**src/rtl/nvm_pkg.sv**
```systemverilog
package nvm_pkg;
    typedef enum logic [1:0] {
        OP_NONE   = 2'd0,
        OP_COPY   = 2'd1,
        OP_RECALL = 2'd2,
        OP_LOCK   = 2'd3
    } nvm_op_e;

    localparam int NV_BASE    = 'h20;
    localparam int SRAM_BASE  = 'h80;
    localparam int MAP_BYTES  = 256;
    localparam int A_CTRL     = 'h00;
    localparam int A_CFG      = 'h01;
    localparam int A_NVSTAT   = 'h07;
    localparam int A_PAIR_HI  = 'h0C;
    localparam int A_PAIR_LO  = 'h0D;
    // stored defaults live in the first two bytes of block 1
    localparam int DFLT_CTRL_OFF = 'h10;
    localparam int DFLT_CFG_OFF  = 'h11;
endpackage

```
**src/rtl/nvm_bit_rx.sv**
```systemverilog
module nvm_bit_rx #(
    parameter int BYTE_BITS = 8
) (
    input  logic                 clk,
    input  logic                 rst_n,
    input  logic                 bus_reset,
    input  logic                 bit_valid,
    input  logic                 bit_in,
    output logic                 byte_valid,
    output logic [BYTE_BITS-1:0] byte_out
);
    localparam int CNT_W = $clog2(BYTE_BITS);

    typedef struct packed {
        logic [CNT_W-1:0]     cnt;
        logic [BYTE_BITS-1:0] sh;
        logic                 vld;
        logic [BYTE_BITS-1:0] data;
    } rx_t;

    rx_t rx_d, rx_q;

    always_comb begin
        rx_d     = rx_q;
        rx_d.vld = 1'b0;
        if (bus_reset) begin
            rx_d.cnt = '0;
        end else if (bit_valid) begin
            rx_d.sh = {bit_in, rx_q.sh[BYTE_BITS-1:1]};
            if (rx_q.cnt == CNT_W'(BYTE_BITS - 1)) begin
                rx_d.cnt  = '0;
                rx_d.vld  = 1'b1;
                rx_d.data = {bit_in, rx_q.sh[BYTE_BITS-1:1]};
            end else begin
                rx_d.cnt = rx_q.cnt + 1'b1;
            end
        end
    end

    always_ff @(posedge clk or negedge rst_n) begin
        if (!rst_n) rx_q <= '0;
        else        rx_q <= rx_d;
    end

    assign byte_valid = rx_q.vld;
    assign byte_out   = rx_q.data;
endmodule

```
**src/rtl/nvm_prog_timer.sv**
```systemverilog
module nvm_prog_timer #(
    parameter int CYCLES = 20
) (
    input  logic clk,
    input  logic rst_n,
    input  logic start,
    output logic busy,
    output logic done
);
    localparam int CW = $clog2(CYCLES + 1);

    typedef struct packed {
        logic          busy;
        logic [CW-1:0] cnt;
    } tm_t;

    tm_t tm_d, tm_q;

    always_comb begin
        tm_d = tm_q;
        if (tm_q.busy) begin
            if (tm_q.cnt == '0) tm_d.busy = 1'b0;
            else                tm_d.cnt  = tm_q.cnt - 1'b1;
        end else if (start) begin
            tm_d.busy = 1'b1;
            tm_d.cnt  = CW'(CYCLES - 1);
        end
    end

    always_ff @(posedge clk or negedge rst_n) begin
        if (!rst_n) tm_q <= '0;
        else        tm_q <= tm_d;
    end

    assign busy = tm_q.busy;
    assign done = tm_q.busy && (tm_q.cnt == '0);
endmodule

```
**src/rtl/nvm_pair_latch.sv**
```systemverilog
module nvm_pair_latch (
    input  logic       clk,
    input  logic       rst_n,
    input  logic       new_cmd,
    input  logic       capture,
    input  logic [7:0] live_lo,
    output logic [7:0] lo_view
);
    typedef struct packed {
        logic       held;
        logic [7:0] lo;
    } pl_t;

    pl_t pl_d, pl_q;

    always_comb begin
        pl_d = pl_q;
        if (new_cmd) pl_d.held = 1'b0;
        if (capture) begin
            pl_d.held = 1'b1;
            pl_d.lo   = live_lo;
        end
    end

    always_ff @(posedge clk or negedge rst_n) begin
        if (!rst_n) pl_q <= '0;
        else        pl_q <= pl_d;
    end

    assign lo_view = pl_q.held ? pl_q.lo : live_lo;
endmodule

```
**src/rtl/nvmem_ctrl.sv**
```systemverilog
module nvmem_ctrl
    import nvm_pkg::*;
#(
    parameter int ADDR_W      = 9,
    parameter int BLK_BYTES   = 16,
    parameter int SRAM_BYTES  = 16,
    parameter int PROG_CYCLES = 20
) (
    input  logic              clk,
    input  logic              rst_n,
    input  logic              bus_reset,
    input  logic [ADDR_W-1:0] wr_addr,
    input  logic              wr_bit_valid,
    input  logic              wr_bit,
    input  logic              rd_start,
    input  logic              rd_en,
    input  logic [ADDR_W-1:0] rd_addr,
    output logic [7:0]        rd_data,
    input  logic              cmd_valid,
    input  logic [1:0]        cmd_op,
    input  logic [ADDR_W-1:0] cmd_addr,
    input  logic [15:0]       meas_word,
    output logic              nv_busy
);
    localparam int NUM_BLK  = 2;
    localparam int NV_BYTES = NUM_BLK * BLK_BYTES;
    localparam int OFF_W    = $clog2(NV_BYTES);
    localparam int BLK_W    = $clog2(BLK_BYTES);
    localparam int BI_W     = OFF_W - BLK_W;
    localparam int SRAM_W   = $clog2(SRAM_BYTES);

    typedef struct packed {
        logic [NV_BYTES-1:0][7:0]   shadow;
        logic [NV_BYTES-1:0][7:0]   array;
        logic [SRAM_BYTES-1:0][7:0] sram;
        logic [7:0]                 ctrl;
        logic [2:0]                 cfg;
        logic                       lock_en;
        logic [NUM_BLK-1:0]         locked;
        logic [BI_W-1:0]            copy_blk;
        logic [7:0]                 rdata;
    } state_t;

    state_t st_d, st_q;

    function automatic logic is_nv(logic [ADDR_W-1:0] a);
        return (a >= ADDR_W'(NV_BASE)) && (a < ADDR_W'(NV_BASE + NV_BYTES));
    endfunction

    function automatic logic is_sram(logic [ADDR_W-1:0] a);
        return (a >= ADDR_W'(SRAM_BASE)) && (a < ADDR_W'(SRAM_BASE + SRAM_BYTES));
    endfunction

    // ---- sub-blocks ----
    logic       byte_valid;
    logic [7:0] byte_data;
    logic       busy, copy_done, copy_go;
    logic       pair_cap;
    logic [7:0] pair_lo;

    nvm_bit_rx #(.BYTE_BITS(8)) i_rx (
        .clk        (clk),
        .rst_n      (rst_n),
        .bus_reset  (bus_reset),
        .bit_valid  (wr_bit_valid),
        .bit_in     (wr_bit),
        .byte_valid (byte_valid),
        .byte_out   (byte_data)
    );

    nvm_prog_timer #(.CYCLES(PROG_CYCLES)) i_timer (
        .clk   (clk),
        .rst_n (rst_n),
        .start (copy_go),
        .busy  (busy),
        .done  (copy_done)
    );

    assign pair_cap = rd_en && (rd_addr == ADDR_W'(A_PAIR_HI));

    nvm_pair_latch i_pair (
        .clk     (clk),
        .rst_n   (rst_n),
        .new_cmd (rd_start),
        .capture (pair_cap),
        .live_lo (meas_word[7:0]),
        .lo_view (pair_lo)
    );

    // ---- decode ----
    nvm_op_e          op;
    logic [OFF_W-1:0] cmd_off, wr_off, rd_off;
    logic [BI_W-1:0]  cmd_blk, wr_blk;
    logic [SRAM_W-1:0] wr_soff, rd_soff;

    assign op      = nvm_op_e'(cmd_op);
    assign cmd_off = OFF_W'(cmd_addr - ADDR_W'(NV_BASE));
    assign wr_off  = OFF_W'(wr_addr - ADDR_W'(NV_BASE));
    assign rd_off  = OFF_W'(rd_addr - ADDR_W'(NV_BASE));
    assign cmd_blk = cmd_off[OFF_W-1:BLK_W];
    assign wr_blk  = wr_off[OFF_W-1:BLK_W];
    assign wr_soff = SRAM_W'(wr_addr - ADDR_W'(SRAM_BASE));
    assign rd_soff = SRAM_W'(rd_addr - ADDR_W'(SRAM_BASE));

    always_comb begin
        st_d    = st_q;
        copy_go = 1'b0;

        // block commands, ignored while a copy runs
        if (cmd_valid && !busy && is_nv(cmd_addr)) begin
            case (op)
                OP_COPY: begin
                    if (!st_q.locked[cmd_blk]) begin
                        copy_go       = 1'b1;
                        st_d.copy_blk = cmd_blk;
                    end
                end
                OP_RECALL: begin
                    for (int i = 0; i < BLK_BYTES; i++) begin
                        st_d.shadow[{cmd_blk, BLK_W'(i)}] = st_q.array[{cmd_blk, BLK_W'(i)}];
                    end
                    if (cmd_blk == BI_W'(1)) begin
                        st_d.ctrl[1:0] = st_q.array[DFLT_CTRL_OFF][1:0];
                        st_d.cfg       = st_q.array[DFLT_CFG_OFF][5:3];
                    end
                end
                OP_LOCK: begin
                    if (st_q.lock_en) begin
                        st_d.locked[cmd_blk] = 1'b1;
                        st_d.lock_en         = 1'b0;
                    end
                end
                default: ;
            endcase
        end

        // end of programming: whole block lands in the array
        if (copy_done) begin
            for (int i = 0; i < BLK_BYTES; i++) begin
                st_d.array[{st_q.copy_blk, BLK_W'(i)}] = st_q.shadow[{st_q.copy_blk, BLK_W'(i)}];
            end
        end

        // committed write byte
        if (byte_valid) begin
            if (is_nv(wr_addr)) begin
                if (!busy && !st_q.locked[wr_blk]) st_d.shadow[wr_off] = byte_data;
            end else if (is_sram(wr_addr)) begin
                st_d.sram[wr_soff] = byte_data;
            end else if (wr_addr == ADDR_W'(A_CTRL)) begin
                st_d.ctrl = byte_data;
            end else if (wr_addr == ADDR_W'(A_NVSTAT)) begin
                st_d.lock_en = byte_data[6];
            end
        end

        // read port
        if (rd_en) begin
            if (rd_addr >= ADDR_W'(MAP_BYTES))            st_d.rdata = 8'hFF;
            else if (is_nv(rd_addr))                      st_d.rdata = st_q.shadow[rd_off];
            else if (is_sram(rd_addr))                    st_d.rdata = st_q.sram[rd_soff];
            else if (rd_addr == ADDR_W'(A_CTRL))          st_d.rdata = st_q.ctrl;
            else if (rd_addr == ADDR_W'(A_CFG))           st_d.rdata = {2'b00, st_q.cfg, 3'b000};
            else if (rd_addr == ADDR_W'(A_NVSTAT))
                st_d.rdata = {busy, st_q.lock_en, 4'b0000, st_q.locked};
            else if (rd_addr == ADDR_W'(A_PAIR_HI))       st_d.rdata = meas_word[15:8];
            else if (rd_addr == ADDR_W'(A_PAIR_LO))       st_d.rdata = pair_lo;
            else                                          st_d.rdata = 8'h00;
        end
    end

    always_ff @(posedge clk or negedge rst_n) begin
        if (!rst_n) st_q <= '0;
        else        st_q <= st_d;
    end

    logic [NUM_BLK-1:0] lock_flags;
    logic               lock_armed;

    assign lock_flags = st_q.locked;
    assign lock_armed = st_q.lock_en;
    assign rd_data    = st_q.rdata;
    assign nv_busy    = busy;
endmodule

```
**config.mk**
```make
export PLATFORM = sky130hd
export DESIGN_NAME = nvmem_ctrl
export DESIGN_NICKNAME = d
export VERILOG_FILES = /design/src/rtl/nvm_pkg.sv /design/src/rtl/nvm_bit_rx.sv /design/src/rtl/nvm_prog_timer.sv /design/src/rtl/nvm_pair_latch.sv /design/src/rtl/nvmem_ctrl.sv
export SDC_FILE = /design/constraint.sdc
export NUM_CORES = 1
export LEC_CHECK = 0
export ABC_AREA = 1
export BUFFER_PORTS_ARGS = -buffer_cell sky130_fd_sc_hd__buf_2
export CAP_MARGIN = 20
export CELL_PAD_IN_SITES_DETAIL_PLACEMENT = 0
export CELL_PAD_IN_SITES_GLOBAL_PLACEMENT = 1
export CORE_MARGIN = 2
export CORE_UTILIZATION = 47
export DETAILED_ROUTE_END_ITERATION = 7
export HOLD_SLACK_MARGIN = 0.06
export PLACE_DENSITY = 0.81
export SYNTH_ARGS = -nofsm -noshare
export SYNTH_HDL_FRONTEND = slang
export SYNTH_SLANG_ARGS = --single-unit
```
**constraint.sdc**
```tcl
create_clock -name clk -period 2.55 [get_ports clk]
set_clock_uncertainty 0.2 [all_clocks]
set_input_delay 0.3825 -clock clk [delete_from_list [all_inputs] [get_ports clk]]
set_output_delay 0.3825 -clock clk [all_outputs]
set_load 0.02 [all_outputs]
```
==> impl_summary.log <==
[metrics] final global-route overflow total: 0
[metrics] Critical Path Source Type: flip-flop
[metrics] Achievable Freq: approximately 420 MHz
[metrics] final design instance area without fill: 38,500 um^2
[metrics] mux contribution to synthesized area: 0.000339
[metrics] chip height: between 200 and 300 um
[metrics] initial core utilization: 0.475
[metrics] placed cells: between 5,000 and 6,000
[metrics] Post-Synthesis Net Count: between 4,000 and 5,000
[metrics] max-slew violation count: 0
[metrics] post-layout total power: 24.9 mW
[metrics] run status: complete, no violations
[metrics] worst-case hold slack: 0.111 ns
[metrics] dominant cell by count in the synthesized netlist: sky130_fd_sc_hd__nand2_1
[metrics] final worst path period share: 0.941
[metrics] post-synthesis share of cell area spent on xor and xnor gates: 0.000263
[metrics] Syn Area/Cell: 7.71 um^2
[metrics] crit path kind: flip-flop to flip-flop
[metrics] number of maximum-capacitance violations: 0
[metrics] worst setup slack after placement: 0.0513 ns
[metrics] total negative slack: 0 ns
[metrics] critical-path maximum fanout: 3
[metrics] area fraction in compound gates after synthesis: 0.165
[metrics] synth warn: 0
[metrics] dominant combinational cell family by area after synthesis: simple AND/OR/NAND/NOR gates
[metrics] Worst VDD drop: 449 uV
[metrics] fill count: approximately 6,700
[metrics] number of ports placed on the die boundary: 62
[metrics] fraction of the mapped netlist area in simple logic gates: 0.222
[metrics] number of iterations in the first detailed-routing pass: 6
[metrics] DR vias: approximately 28,000
[metrics] setup repair after global routing missed its margin: no
[metrics] aggregate global-route resource usage: 0.279
[metrics] post-layout minimum cycle time: approximately 2.4 ns
[metrics] final cell count without fillers: about 5,400
[metrics] Final setup viols: 0
[metrics] post-route setup slack: 0.151 ns
[metrics] leakage component of the power: between 15 and 20 nW
[metrics] horizontal die dimension: ~270 um
[metrics] first-pass GRT wire length: 159,000 um
[metrics] Post-Synthesis Cell Area: ~33,000 um^2
[metrics] cell accounting for the most synthesized area: sky130_fd_sc_hd__dfrtp_1
[metrics] FP Rows: between 90 and 100
[metrics] clock buffer count from CTS: 78
[metrics] DIE AREA: 72,900 um^2
[metrics] Synth async-reset ratio: 1.00
[metrics] DP HPWL: 65,800 um
[metrics] ANT nets after route: 0
[metrics] slew at the pin closest to its max-slew limit: 0.668 ns
[metrics] DR DRC count: 0
[metrics] Post-Place Cell Area: about 36,000 um^2
[metrics] worst-skew pair later-pin latency: between 0.6 and 0.7 ns
[metrics] wire length after detailed routing: 101,000 um
[metrics] PortBufs: 57
[metrics] EDFF count, synth: 0
[metrics] proportion of synthesized chip area in sequential cells: 0.525
[metrics] worst endpoint data arrival time: around 2.7 ns
[metrics] final core occ: 0.550
[metrics] Sink Count: 697
[metrics] Hold Violations, Final: 0
[metrics] wire length per cell after detailed routing: roughly 19 um
[metrics] cell types with the highest counts after synthesis: sky130_fd_sc_hd__nand2_1, sky130_fd_sc_hd__o21ai_0, sky130_fd_sc_hd__dfrtp_1
[metrics] clock transition at the register clock pins on the worst setup and hold paths after CTS: roughly 0.060 ns
[metrics] number of distinct library cells after synthesis: 31
[metrics] CTS H-tree depth: 3
[metrics] flop and latch count out of synthesis: 697
[metrics] number of antenna violations at the first check in global routing: 0
[metrics] dominant synthesized flop cell: sky130_fd_sc_hd__dfrtp_1
[metrics] mean number of vias per cell: 5.30
[metrics] Max clock buf depth: 3
[metrics] CTS tree: yes
[metrics] pin count of the biggest net entering global routing: 103
[metrics] power density over the cells: 647 nW/um^2
[metrics] number of global-route vias before repair: 27,053
[metrics] share of the synthesized area in the top cell type: 0.525
[metrics] routability-driven placement congestion ratio: 0.936
[metrics] max-slew headroom at the worst pin: 0.554
[metrics] proportion of layout cells with a drive suffix above 1: 0.0889
[metrics] largest cells by area after synthesis: sky130_fd_sc_hd__dfrtp_1, sky130_fd_sc_hd__nand2_1, sky130_fd_sc_hd__o21ai_0
[metrics] required time at the endpoint of the critical path: 2.86 ns
[metrics] number of instances in the synthesized netlist: between 4,000 and 5,000
[metrics] share of synthesized cell area in full adder, half adder and majority cells: 0.00113
[metrics] class of the tightest hold or removal check: input pin to flip-flop
[metrics] synthesis-to-finish area growth: 15.9%
[metrics] violation count after the first detailed-routing iteration: 2,599
[metrics] area of the core region: 70,000 um^2
[metrics] Critical Path End Type: flip-flop
[metrics] clk root buf: sky130_fd_sc_hd__clkbuf_16
[metrics] number of nets at the end of the flow: roughly 4,400
-- sequential cells by signal, summed over array words and instances, names as in the netlist --
name             count
st_q               652
i_rx.rx_q           10
i_pair.pl_q          9
i_rx.byte_out        8
rd_data              8
i_timer.tm_q         5
lock_flags           2
i_rx.byte_valid      1
i_timer.busy         1
lock_armed           1
-- kinds of logic after synthesis --
kind of cell,after synthesis
compound gates,1017
mux,1
xor+xnor,1
buf+inv,723
simple gates,1869
flops,697
fa+ha+maj,3
-- layer usage --
layer  vias to the layer above  wire length (um)  global-route usage
met5                         -                 0                   0
met4                         0              3190              0.0923
met3                       159              6060              0.0428
met2                       793             45900               0.439
met1                     13606             45500               0.396
li1                      13914                 -                   -
-- critical path, cell delays in order (launching register included) --
cell	delay [ns]
sky130_fd_sc_hd__dfrtp_2	0.44
sky130_fd_sc_hd__clkinvlp_4	0.12
sky130_fd_sc_hd__nor3_1	0.18
sky130_fd_sc_hd__dlygate4sd3_1	0.58
sky130_fd_sc_hd__nand3_1	0.08
sky130_fd_sc_hd__nand3_1	0.08
sky130_fd_sc_hd__dlygate4sd3_1	0.53
sky130_fd_sc_hd__o21ai_0	0.07
-- repair_timing --
action | in CTS | in global routing
hold buffers | 30 | 0
setup buffers | 0 | 3
setup endpoints to repair | 0 | 164
resized for setup | 0 | 4
endpoints found under the hold margin | 698 | 0
-- layout make-up --
| type | instances | area, um^2 | area share |
|---|---|---|---|
| clock buffer | 116 | 2300 | 0.0596 |
| clock inverter | 16 | 230 | 0.00598 |
| sequential | 697 | 17400 | 0.453 |
| multi-input combinational | 2891 | 13000 | 0.336 |
| antenna | 1 | 2.50 | 0.0000650 |
| inverter | 442 | 1670 | 0.0432 |
| tap | 940 | 1180 | 0.0305 |
| timing repair buffer | 272 | 2750 | 0.0714 |
-- power by group --
| part | leakage, nW | internal, mW | switching [mW] | total (mW) |
|---|---|---|---|---|
| registers | 8.91 | 11.4 | 0.216 | 11.6 |
| clock network | 1.24 | 6.71 | 4.59 | 11.3 |
| logic | 8.31 | 0.642 | 1.36 | 2.00 |
| total | 18.5 | 18.7 | 6.17 | 24.9 |
-- cell usage in the layout, fill, tap and decap left out, types with 4 or more instances in the layout --
cell / count
sky130_fd_sc_hd__o21ai_0: 815
sky130_fd_sc_hd__inv_2: 11
sky130_fd_sc_hd__clkinv_1: 6
sky130_fd_sc_hd__nor3_1: 9
sky130_fd_sc_hd__clkinv_2: 6
sky130_fd_sc_hd__dfrtp_1: 696
sky130_fd_sc_hd__nand4_1: 10
sky130_fd_sc_hd__clkbuf_8: 16
sky130_fd_sc_hd__or2_2: 9
sky130_fd_sc_hd__bufinv_16: 5
sky130_fd_sc_hd__a21oi_1: 42
sky130_fd_sc_hd__clkbuf_16: 80
sky130_fd_sc_hd__o21a_1: 5
sky130_fd_sc_hd__buf_4: 126
sky130_fd_sc_hd__clkbuf_1: 20
sky130_fd_sc_hd__dlygate4sd3_1: 30
sky130_fd_sc_hd__nand2_1: 1535
sky130_fd_sc_hd__nand3_1: 176
sky130_fd_sc_hd__nor2_1: 114
sky130_fd_sc_hd__nor3_4: 4
sky130_fd_sc_hd__nor2_2: 4
sky130_fd_sc_hd__inv_1: 423
sky130_fd_sc_hd__buf_2: 54
sky130_fd_sc_hd__buf_12: 59
sky130_fd_sc_hd__o211ai_1: 149
-- final timing paths --
check / startpoint / endpoint / slack [ns] / cells past startpoint
max in group asynchronous: rst_n / st_q[257] / 0.95 / 4
min in group asynchronous: rst_n / st_q[241] / 0.22 / 3
max: i_rx.byte_valid / lock_armed / 0.15 / 7
min reg2reg: st_q[397] / st_q[397] / 0.28 / 2
min: rd_addr[3] / rd_data[1] / 0.11 / 7
max reg2reg: i_rx.byte_valid / lock_armed / 0.15 / 7
Note: power is estimated with default switching activity, not from simulation.
